===== src/rtl/hr_pkg.sv =====
package hr_pkg;
  typedef enum logic [2:0] {
    ST_REDUN = 3'd0,
    ST_DEGR  = 3'd1,
    ST_REBLD = 3'd2,
    ST_VERIF = 3'd3,
    ST_FAULT = 3'd4
  } hr_state_e;
endpackage


===== src/rtl/hr_sweep.sv =====
// Address walker for one pass: issues reads into slots left free by traffic
// and counts the responses that come back.
module hr_sweep #(
  parameter int AW = 4
) (
  input  logic          clk,
  input  logic          rst,
  input  logic          clear,
  input  logic          active,
  input  logic          host_busy,
  input  logic          rsp_valid,
  output logic          rd_en,
  output logic [AW-1:0] rd_addr,
  output logic [AW:0]   rsp_cnt,
  output logic          last_rsp
);
  localparam int DEPTH = 1 << AW;
  localparam logic [AW:0] CNT_END = (AW+1)'(DEPTH);

  logic [AW:0] iss_cnt;
  logic        issue;

  assign issue    = active && !host_busy && (iss_cnt < CNT_END);
  assign last_rsp = active && rsp_valid && (rsp_cnt == CNT_END - 1'b1);

  always_ff @(posedge clk) begin
    if (rst || clear) begin
      iss_cnt <= '0;
      rsp_cnt <= '0;
      rd_en   <= 1'b0;
      rd_addr <= '0;
    end else begin
      rd_en <= issue;
      if (issue) begin
        rd_addr <= iss_cnt[AW-1:0];
        iss_cnt <= iss_cnt + 1'b1;
      end
      if (active && rsp_valid) rsp_cnt <= rsp_cnt + 1'b1;
    end
  end
endmodule


===== src/rtl/hr_stripe.sv =====
// Stripe arithmetic: rebuilds the chosen lane from the others and checks
// the full stripe during verify.
module hr_stripe #(
  parameter int NL = 5,
  parameter int DW = 8,
  parameter int AW = 4,
  parameter int LW = $clog2(NL)
) (
  input  logic           clk,
  input  logic           rst,
  input  logic           rsp_valid,
  input  logic [NL*DW-1:0] rsp_data,
  input  logic [NL-1:0]  rsp_ecc,
  input  logic [AW-1:0]  rsp_addr,
  input  logic [LW-1:0]  tgt,
  input  logic           rebuild,
  input  logic           verify,
  output logic           rsp_bad,
  output logic           wr_en,
  output logic [AW-1:0]  wr_addr,
  output logic [DW-1:0]  wr_data,
  output logic           err_pulse,
  output logic [AW-1:0]  err_addr
);
  logic [DW-1:0] word [NL];
  logic [DW-1:0] rec, par;
  logic [NL-1:0] tgt_mask;
  logic          src_ecc;

  for (genvar g = 0; g < NL; g++) begin : g_lane
    assign word[g] = rsp_data[g*DW +: DW];
  end

  always_comb begin
    rec = '0;
    par = '0;
    for (int i = 0; i < NL; i++) begin
      par = par ^ word[i];
      if (i != int'(tgt)) rec = rec ^ word[i];
    end
  end

  assign tgt_mask = NL'(1) << tgt;
  assign src_ecc  = |(rsp_ecc & ~tgt_mask);
  assign rsp_bad  = (rebuild && src_ecc) || (verify && ((|rsp_ecc) || (|par)));

  always_ff @(posedge clk) begin
    if (rst) begin
      wr_en     <= 1'b0;
      wr_addr   <= '0;
      wr_data   <= '0;
      err_pulse <= 1'b0;
      err_addr  <= '0;
    end else begin
      wr_en     <= rsp_valid && rebuild;
      err_pulse <= rsp_valid && rsp_bad;
      if (rsp_valid) begin
        wr_addr  <= rsp_addr;
        wr_data  <= rec;
        err_addr <= rsp_addr;
      end
    end
  end
endmodule


===== src/rtl/hr_ctrl.sv =====
// Replacement state machine: request acceptance, lane swap detection,
// pass sequencing and outcome.
module hr_ctrl
  import hr_pkg::*;
#(
  parameter int NL = 5,
  parameter int LW = $clog2(NL)
) (
  input  logic          clk,
  input  logic          rst,
  input  logic          repl_req,
  input  logic [LW-1:0] repl_lane,
  input  logic [NL-1:0] lane_up,
  input  logic          rsp_valid,
  input  logic          rsp_bad,
  input  logic          last_rsp,
  output hr_state_e     state,
  output logic [LW-1:0] tgt,
  output logic          pass_start,
  output logic          rej_pulse
);
  localparam logic [LW-1:0] LAST_LANE = LW'(NL - 1);

  hr_state_e nxt;
  logic      take, rej, seen_down, fail_q, fail_nx;

  assign fail_nx = fail_q || (rsp_valid && rsp_bad);

  always_comb begin
    nxt  = state;
    take = 1'b0;
    rej  = 1'b0;
    case (state)
      ST_REDUN: if (repl_req) begin
        if (repl_lane <= LAST_LANE) take = 1'b1;
        else                        rej  = 1'b1;
      end
      ST_FAULT: if (repl_req) begin
        if (repl_lane == tgt) take = 1'b1;
        else                  rej  = 1'b1;
      end
      ST_DEGR: begin
        rej = repl_req;
        if (seen_down && lane_up[tgt]) nxt = ST_REBLD;
      end
      ST_REBLD: begin
        rej = repl_req;
        if (last_rsp) nxt = ST_VERIF;
      end
      ST_VERIF: begin
        rej = repl_req;
        if (last_rsp) nxt = fail_nx ? ST_FAULT : ST_REDUN;
      end
      default: nxt = ST_REDUN;
    endcase
    if (take) nxt = ST_DEGR;
    pass_start = (nxt != state) &&
                 ((nxt == ST_DEGR) || (nxt == ST_REBLD) || (nxt == ST_VERIF));
  end

  always_ff @(posedge clk) begin
    if (rst) begin
      state     <= ST_REDUN;
      tgt       <= '0;
      seen_down <= 1'b0;
      fail_q    <= 1'b0;
      rej_pulse <= 1'b0;
    end else begin
      state     <= nxt;
      rej_pulse <= rej;
      if (take) begin
        tgt       <= repl_lane;
        seen_down <= 1'b0;
      end else if (state == ST_DEGR && !lane_up[tgt]) begin
        seen_down <= 1'b1;
      end
      if (state == ST_DEGR)
        fail_q <= 1'b0;
      else if (state == ST_REBLD || state == ST_VERIF)
        fail_q <= fail_nx;
    end
  end
endmodule


===== src/rtl/hr_seq.sv =====
module hr_seq
  import hr_pkg::*;
#(
  parameter int NL = 5,
  parameter int DW = 8,
  parameter int AW = 4,
  parameter int LW = $clog2(NL)
) (
  input  logic             clk,
  input  logic             rst,
  input  logic             repl_req,
  input  logic [LW-1:0]    repl_lane,
  input  logic [NL-1:0]    lane_up,
  input  logic             host_busy,
  output logic             rd_en,
  output logic [AW-1:0]    rd_addr,
  input  logic             rd_valid,
  input  logic [NL*DW-1:0] rd_data,
  input  logic [NL-1:0]    rd_ecc,
  output logic             wr_en,
  output logic [AW-1:0]    wr_addr,
  output logic [LW-1:0]    wr_lane,
  output logic [DW-1:0]    wr_data,
  output logic [NL-1:0]    lane_off,
  output logic             redundant,
  output logic [2:0]       seq_state,
  output logic [AW:0]      progress,
  output logic             err_pulse,
  output logic [AW-1:0]    err_addr,
  output logic             rej_pulse
);
  hr_state_e     state;
  logic [LW-1:0] tgt;
  logic          pass_start, last_rsp, rsp_bad, sweeping;
  logic [AW:0]   rsp_cnt;

  assign sweeping = (state == ST_REBLD) || (state == ST_VERIF);

  hr_ctrl #(.NL(NL), .LW(LW)) u_ctrl (
    .clk(clk), .rst(rst), .repl_req(repl_req), .repl_lane(repl_lane),
    .lane_up(lane_up), .rsp_valid(rd_valid), .rsp_bad(rsp_bad),
    .last_rsp(last_rsp), .state(state), .tgt(tgt),
    .pass_start(pass_start), .rej_pulse(rej_pulse)
  );

  hr_sweep #(.AW(AW)) u_sweep (
    .clk(clk), .rst(rst), .clear(pass_start), .active(sweeping),
    .host_busy(host_busy), .rsp_valid(rd_valid), .rd_en(rd_en),
    .rd_addr(rd_addr), .rsp_cnt(rsp_cnt), .last_rsp(last_rsp)
  );

  hr_stripe #(.NL(NL), .DW(DW), .AW(AW), .LW(LW)) u_stripe (
    .clk(clk), .rst(rst), .rsp_valid(rd_valid), .rsp_data(rd_data),
    .rsp_ecc(rd_ecc), .rsp_addr(rsp_cnt[AW-1:0]), .tgt(tgt),
    .rebuild(state == ST_REBLD), .verify(state == ST_VERIF),
    .rsp_bad(rsp_bad), .wr_en(wr_en), .wr_addr(wr_addr), .wr_data(wr_data),
    .err_pulse(err_pulse), .err_addr(err_addr)
  );

  assign wr_lane   = tgt;
  assign seq_state = state;
  assign redundant = (state == ST_REDUN);
  assign lane_off  = (state == ST_REDUN) ? '0 : (NL'(1) << tgt);
  assign progress  = rsp_cnt;
endmodule


===== config.mk =====
export PLATFORM = sky130hd
export DESIGN_NAME = hr_seq
export DESIGN_NICKNAME = d
export VERILOG_FILES = /design/src/rtl/hr_pkg.sv /design/src/rtl/hr_sweep.sv /design/src/rtl/hr_stripe.sv /design/src/rtl/hr_ctrl.sv /design/src/rtl/hr_seq.sv
export SDC_FILE = /design/constraint.sdc
export NUM_CORES = 1
export LEC_CHECK = 0
export CAP_MARGIN = 20
export CORE_UTILIZATION = 50
export CTS_BUF_LIST = sky130_fd_sc_hd__clkbuf_4
export DETAILED_ROUTE_END_ITERATION = 7
export GPL_ROUTABILITY_DRIVEN = 0
export HOLD_SLACK_MARGIN = 0.15
export PLACE_DENSITY = 0.82
export SLEW_MARGIN = 15
export SYNTH_ARGS = -nofsm -noshare
export SYNTH_HDL_FRONTEND = slang
export SYNTH_HIERARCHICAL = 1
export SYNTH_SLANG_ARGS = --single-unit

===== constraint.sdc =====
create_clock -name clk -period 4.5 [get_ports clk]
set_clock_uncertainty 0.1 [all_clocks]
set_input_delay 0.9 -clock clk [delete_from_list [all_inputs] [get_ports clk]]
set_output_delay 0.9 -clock clk [all_outputs]
set_load 0.03 [all_outputs]

==> flow_metrics.env, run 1 <==
export IMPL_place_inst=615
export IMPL_max_freq_mhz=292
export IMPL_power_static_leakage_nw=1.65
export IMPL_num_rows=31
export IMPL_syn_inst=454
export IMPL_fin_ws_ns=1.08
export IMPL_synth_compound_area_share_pct=21.8
export IMPL_final_nets=584
export IMPL_synth_area_leaders="dfxtp_1 (20%), buf_6 (5.3%), nor3b_1 (4.9%), nand3b_1 (4.1%), xnor3_1 (4.1%)"
export IMPL_cts_root_buf="clkbuf_4"
export IMPL_cp_required_ns=3.50
export IMPL_synthSimpleGateAreaFrac_pct=33.4
export IMPL_core_area_sq_mm=0.00733
export IMPL_vias=3791
export IMPL_htreeDepth=2
export IMPL_clk_pin_slew_worst_paths_ns=0.13
export IMPL_cts_tree="done"
export IMPL_post_route_util_pct=64.4
export IMPL_synth_top_family_by_area="simple AND/OR/NAND/NOR gates"
export IMPL_wirelength_mm=9.50
export IMPL_dp_hpwl_mm=6.56
export IMPL_grt_antenna_before_repair=0
export IMPL_final_antenna_net_count=0
export IMPL_fin_crit_sh_pct=76.0
export IMPL_route_detailed_drc=0
export IMPL_numCtsBuffers=5
export IMPL_ctsResizeCount=0
export IMPL_synth_mux_area_share_pct=3.24
export IMPL_dr_pass1_iters=5
export IMPL_vdd_drop_max_v=0.000165
export IMPL_synth_area_sq_mm=0.00382
export IMPL_power_density_mw_per_mm2=218
export IMPL_arrival_ns=2.42
export IMPL_synth_edff_count=0
export IMPL_drv_cap=0
export IMPL_routed_via_density=6.09
export IMPL_setup_viol=0
export IMPL_antenna_cells=0
export IMPL_ys_seq_area_share_pct=19.9
export IMPL_p_total_mw=1.03
export IMPL_critPathLaunchType="flop"
export IMPL_finalHoldViolCount=0
export IMPL_synthArstFlopShare_pct=0
export IMPL_ys_top_cells_by_count="dfxtp_1 (38), nor2_1 (32), nor3b_1 (25), o21ai_0 (22)"
export IMPL_drt_iter0_drc=235
export IMPL_yosysTopAreaCellShare_pct=19.9
export IMPL_syn2layout_area_growth_pct=23.6
export IMPL_grt_ovfl_total=0
export IMPL_yosys_area_top_type="dfxtp_1"
export IMPL_cts_setup_buffers=0
export IMPL_start_util_pct=52.1
export IMPL_grt_pass1_vias=3367
export IMPL_gr_usage_all_layers_pct=23.6
export IMPL_crit_type="flop to primary output"
export IMPL_drive_above_1_share_pct=8.97
export IMPL_grt_setup_unrepaired="no"
export IMPL_drv_slew=0
export IMPL_synthFlopType="dfxtp_1"
export IMPL_final_cells=623
export IMPL_chipHeight_um=89.4
export IMPL_die_area_sq_mm=0.00799
export IMPL_cts_buffer_depth=2
export IMPL_gr_usage_met3_pct=4.62
export IMPL_yosysMostFrequentCell="dfxtp_1"
export IMPL_gr_usage_met2_pct=41.6
export IMPL_cts_sinks=38
export IMPL_yosys_warnings=6
export IMPL_holdWs_ns=0.381
export IMPL_post_route_min_period_ns=3.42
export IMPL_crit_path_end_kind="primary output"
export IMPL_ys_types=78
export IMPL_grt_max_degree=73
export IMPL_slew_headroom_pct=33.9
export IMPL_grtUsageMet1_pct=29.5
export IMPL_status="complete, no violations"
export IMPL_ys_ff_latch=38
export IMPL_gr_max_usage_layer="met2"
export IMPL_placed_area_sq_mm=0.00461
export IMPL_syn_area_per_cell_sq_um=8.41
export IMPL_clk_latency_ns=0.35
export IMPL_worstMarginPinSlew_ns=0.992
export IMPL_design_area_sq_mm=0.00472
export IMPL_grt_pass1_wl_mm=15.0
export IMPL_tns_ns=0
export IMPL_dieWidth_um=89.4
export IMPL_wl_per_cell_um=15.3
export IMPL_synth_xor_area_share_pct=11.0
export IMPL_ios=99
export IMPL_synth_fa_ha_area_share_pct=0.983
export IMPL_io_buffer_count=98
export IMPL_syn_nets=515
export IMPL_path_max_fanout=54
export IMPL_ctsHoldBuffers=0
export IMPL_hp_class="flop to flop"
export IMPL_pre_cts_slack_ns=1.11
routing by layer:
metal / routed length, um / up-vias
li1: - / 1848
met4: 118 / 0
met2: 4660 / 114
met3: 520 / 12
met1: 4210 / 1817
met5: 0 / -
final timing paths:
path | startpoint | endpoint | slack (ns) | cells past startpoint
worst min-delay path | u_sweep/rd_addr[2] | u_sweep/rd_addr[2] | 0.38 | 2
worst max register to register | u_ctrl/state[1] | u_sweep/rsp_cnt[4] | 1.73 | 8
worst max-delay path | u_ctrl/tgt[2] | lane_off[4] | 1.08 | 2
worst min register to register | u_sweep/rd_addr[2] | u_sweep/rd_addr[2] | 0.38 | 2
layout by cell type (no fill, tap or decap), types with 7 or more instances in the layout:
master / Yosys / final
and2_1: 8 / 8
mux2i_1: 9 / 9
xnor2_1: 11 / 11
a21oi_1: 20 / 20
xor2_1: 8 / 8
nor2_1: 32 / 32
nor3_1: 14 / 14
a311oi_1: 8 / 8
nand2_1: 19 / 19
clkdlybuf4s50_1: 0 / 98
o21ai_1: 13 / 13
nor3b_1: 25 / 25
or2_2: 8 / 8
a31oi_1: 7 / 7
nand3_1: 21 / 21
and3_1: 17 / 17
o31ai_1: 7 / 7
o21ai_0: 22 / 22
dfxtp_1: 38 / 35
xnor3_1: 7 / 7
nand3b_1: 21 / 21
state kept, by name, summed over array words and instances (netlist names):
register            flops
u_stripe/wr_en          1
u_ctrl/tgt              3
u_ctrl/fail_q           1
u_sweep/rsp_cnt         5
u_sweep/rd_addr         4
u_stripe/wr_data        8
u_stripe/err_pulse      1
u_sweep/iss_cnt         5
u_ctrl/seen_down        1
u_stripe/err_addr       4
u_ctrl/rej_pulse        1
u_ctrl/state            3
u_sweep/rd_en           1
area by class of cell:
class                   instances  area [sq um]
clock buffers                   5          37.5
clock inverters                 3          68.8
fillers                       593          2610
repair buffers                102          1010
well taps                      99           124
flip-flops and latches         38           764
inverters                       5          23.8
multi-input cells             371          2690
report_power, final:
group / internal [mW] / switching, mW / total (mW)
logic: 0.182 / 0.183 / 0.365
clock network: 0.174 / 0.125 / 0.299
registers: 0.348 / 0.0191 / 0.367
total: 0.704 / 0.327 / 1.03
worst max-delay path: stages (launching register included):
cell             delay [ns]
dfxtp_2                1.01
nor4b_1                0.33
clkdlybuf4s50_1        0.73
kinds of logic after synthesis:
group / after synthesis
AND/OR/NAND/NOR: 207
AO/OA/AOI/OAI: 118
buffers and inverters: 45
flip-flops: 38
XOR/XNOR: 32
multiplexers: 11
adder cells (fa/ha/maj): 3
(Power assumes the default switching activity.)
==> run 2: changes to the inputs <==
==> constraint.sdc (replaced) <==
create_clock -name clk -period 3.3 [get_ports clk]
set_clock_uncertainty 0.1 [all_clocks]
set_input_delay 0.66 -clock clk [delete_from_list [all_inputs] [get_ports clk]]
set_output_delay 0.66 -clock clk [all_outputs]
set_load 0.03 [all_outputs]
==> run 2 against run 1 <==
Against the previous run: register-to-register slack got worse by 1.2 ns; first-iteration DRC count decreased by 11%; highest routed layer unchanged; utilization increased by 0.20 points; clock power increased by 37%; via count decreased by 2.8%; routed wire length decreased by 0.22%; global-route usage decreased by 0.078 points; sequential power increased by 37%; power increased by 37%; die area unchanged; combinational power increased by 36%.
==> flow_metrics.env, run 2 (synthesized netlist as in run 1, its figures left out) <==
export IMPL_status="complete, no violations"
export IMPL_hp_class="flop to flop"
export IMPL_chipHeight_um=89.4
export IMPL_drv_cap=0
export IMPL_power_static_leakage_nw=1.66
export IMPL_arrival_ns=2.14
export IMPL_gr_max_usage_layer="met2"
export IMPL_clk_latency_ns=0.36
export IMPL_grt_pass1_vias=3280
export IMPL_die_area_sq_mm=0.00799
export IMPL_timing_rr_start="u_ctrl/tgt[0]"
export IMPL_ctsHoldBuffers=0
export IMPL_grt_setup_unrepaired="no"
export IMPL_place_inst=617
export IMPL_final_antenna_net_count=0
export IMPL_path_max_fanout=13
export IMPL_route_detailed_drc=0
export IMPL_cts_buffer_depth=2
export IMPL_htreeDepth=2
export IMPL_ios=99
export IMPL_grt_pass1_wl_mm=14.9
export IMPL_syn2layout_area_growth_pct=24.0
export IMPL_regMostFlops="u_stripe/wr_data"
export IMPL_gr_usage_met3_pct=3.97
export IMPL_whs_path_depth=2
export IMPL_post_route_util_pct=64.6
export IMPL_clk_pin_slew_worst_paths_ns=0.12
export IMPL_vdd_drop_max_v=0.000161
export IMPL_reg_top3="u_stripe/wr_data x8, u_sweep/iss_cnt x5, u_sweep/rsp_cnt x5"
export IMPL_vias=3686
export IMPL_crit_path_end_kind="primary output"
export IMPL_ctsResizeCount=0
export IMPL_io_buffer_count=98
export IMPL_dieWidth_um=89.4
export IMPL_final_cells=625
export IMPL_mostFrequentLayoutCell="clkdlybuf4s50_1"
export IMPL_holdWs_ns=0.379
export IMPL_grtUsageMet1_pct=29.9
export IMPL_drt_iter0_drc=208
export IMPL_wl_per_cell_um=15.2
export IMPL_cts_setup_buffers=0
export IMPL_drive_above_1_share_pct=9.32
export IMPL_antenna_cells=0
export IMPL_cts_tree="done"
export IMPL_cp_required_ns=2.54
export IMPL_dr_pass1_iters=4
export IMPL_cts_root_buf="clkbuf_4"
export IMPL_wirelength_mm=9.48
export IMPL_worstMarginPinSlew_ns=0.809
export IMPL_gr_usage_all_layers_pct=23.5
export IMPL_grt_max_degree=42
export IMPL_num_rows=31
export IMPL_worstRegToRegCells=10
export IMPL_min_from="u_ctrl/fail_q"
export IMPL_fin_crit_sh_pct=88.0
export IMPL_setup_viol=0
export IMPL_dp_hpwl_mm=6.71
export IMPL_gr_usage_met2_pct=41.6
export IMPL_tns_ns=0
export IMPL_largest_reg_flops=8
export IMPL_numCtsBuffers=5
export IMPL_power_density_mw_per_mm2=298
export IMPL_finalHoldViolCount=0
export IMPL_grt_ovfl_total=0
export IMPL_cts_sinks=38
export IMPL_slew_headroom_pct=45.6
export IMPL_grt_antenna_before_repair=0
export IMPL_layout_common_cells="clkdlybuf4s50_1 (98), dfxtp_1 (35), nor2_1 (32), nor3b_1 (25), o21ai_0 (22)"
export IMPL_final_nets=586
export IMPL_drv_slew=0
export IMPL_p_total_mw=1.41
export IMPL_core_area_sq_mm=0.00733
export IMPL_critPathLaunchType="flop"
export IMPL_post_route_min_period_ns=2.90
export IMPL_start_util_pct=52.1
export IMPL_cp_startpoint="u_ctrl/state[1]"
export IMPL_crit_type="flop to primary output"
export IMPL_max_freq_mhz=344
export IMPL_routed_via_density=5.90
==> run 2: cell count changes in the layout (fill, tap and decap cells not counted) <==
cell   change
buf_4      +2
==> run 2: worst paths after layout <==
| path | end | slack (ns) |
|---|---|---|
| max | lane_off[2] | 0.40 |
| max reg2reg | u_ctrl/state[2] | 0.56 |
| min reg2reg | u_ctrl/fail_q | 0.38 |
| min | u_ctrl/fail_q | 0.38 |
==> run 2: metrics by stage <==
step / worst slack, ns / instance area [sq um]
after global routing: 0.234 / 4730
after floorplan: 0.624 / 3820
final: 0.396 / 4730
after detailed placement: 0.171 / 4630
after CTS: 0.373 / 4730
after global placement: 0.241 / 4630
==> run 2: worst max-delay path, stage by stage, from the launching register on <==
cell and delay, ns:
dfxtp_1 0.62, nor3_4 0.12, nor4b_1 0.30, clkdlybuf4s50_1 0.74
==> run 2: final cells by class <==
class / count / area (sq um)
clock inverters: 3 / 68.8
fillers: 591 / 2600
well taps: 99 / 124
clock buffers: 5 / 37.5
multi-input cells: 371 / 2690
flip-flops and latches: 38 / 764
repair buffers: 104 / 1030
inverters: 5 / 23.8
==> run 2: report_power, final <==
| group | switching [mW] | leakage, nW | internal [mW] |
|---|---|---|---|
| Combinational | 0.247 | 1.29 | 0.250 |
| Clock | 0.174 | 0.0554 | 0.237 |
| Sequential | 0.0291 | 0.310 | 0.474 |
| Total | 0.450 | 1.66 | 0.961 |
==> run 2: metal layers <==
layer	up-vias	wire length, um	part of all wire (%)
met3	12	527	5.6
met1	1713	4340	46
met2	114	4500	47
met5	-	0	0
met4	0	118	1.2
li1	1847	-	-
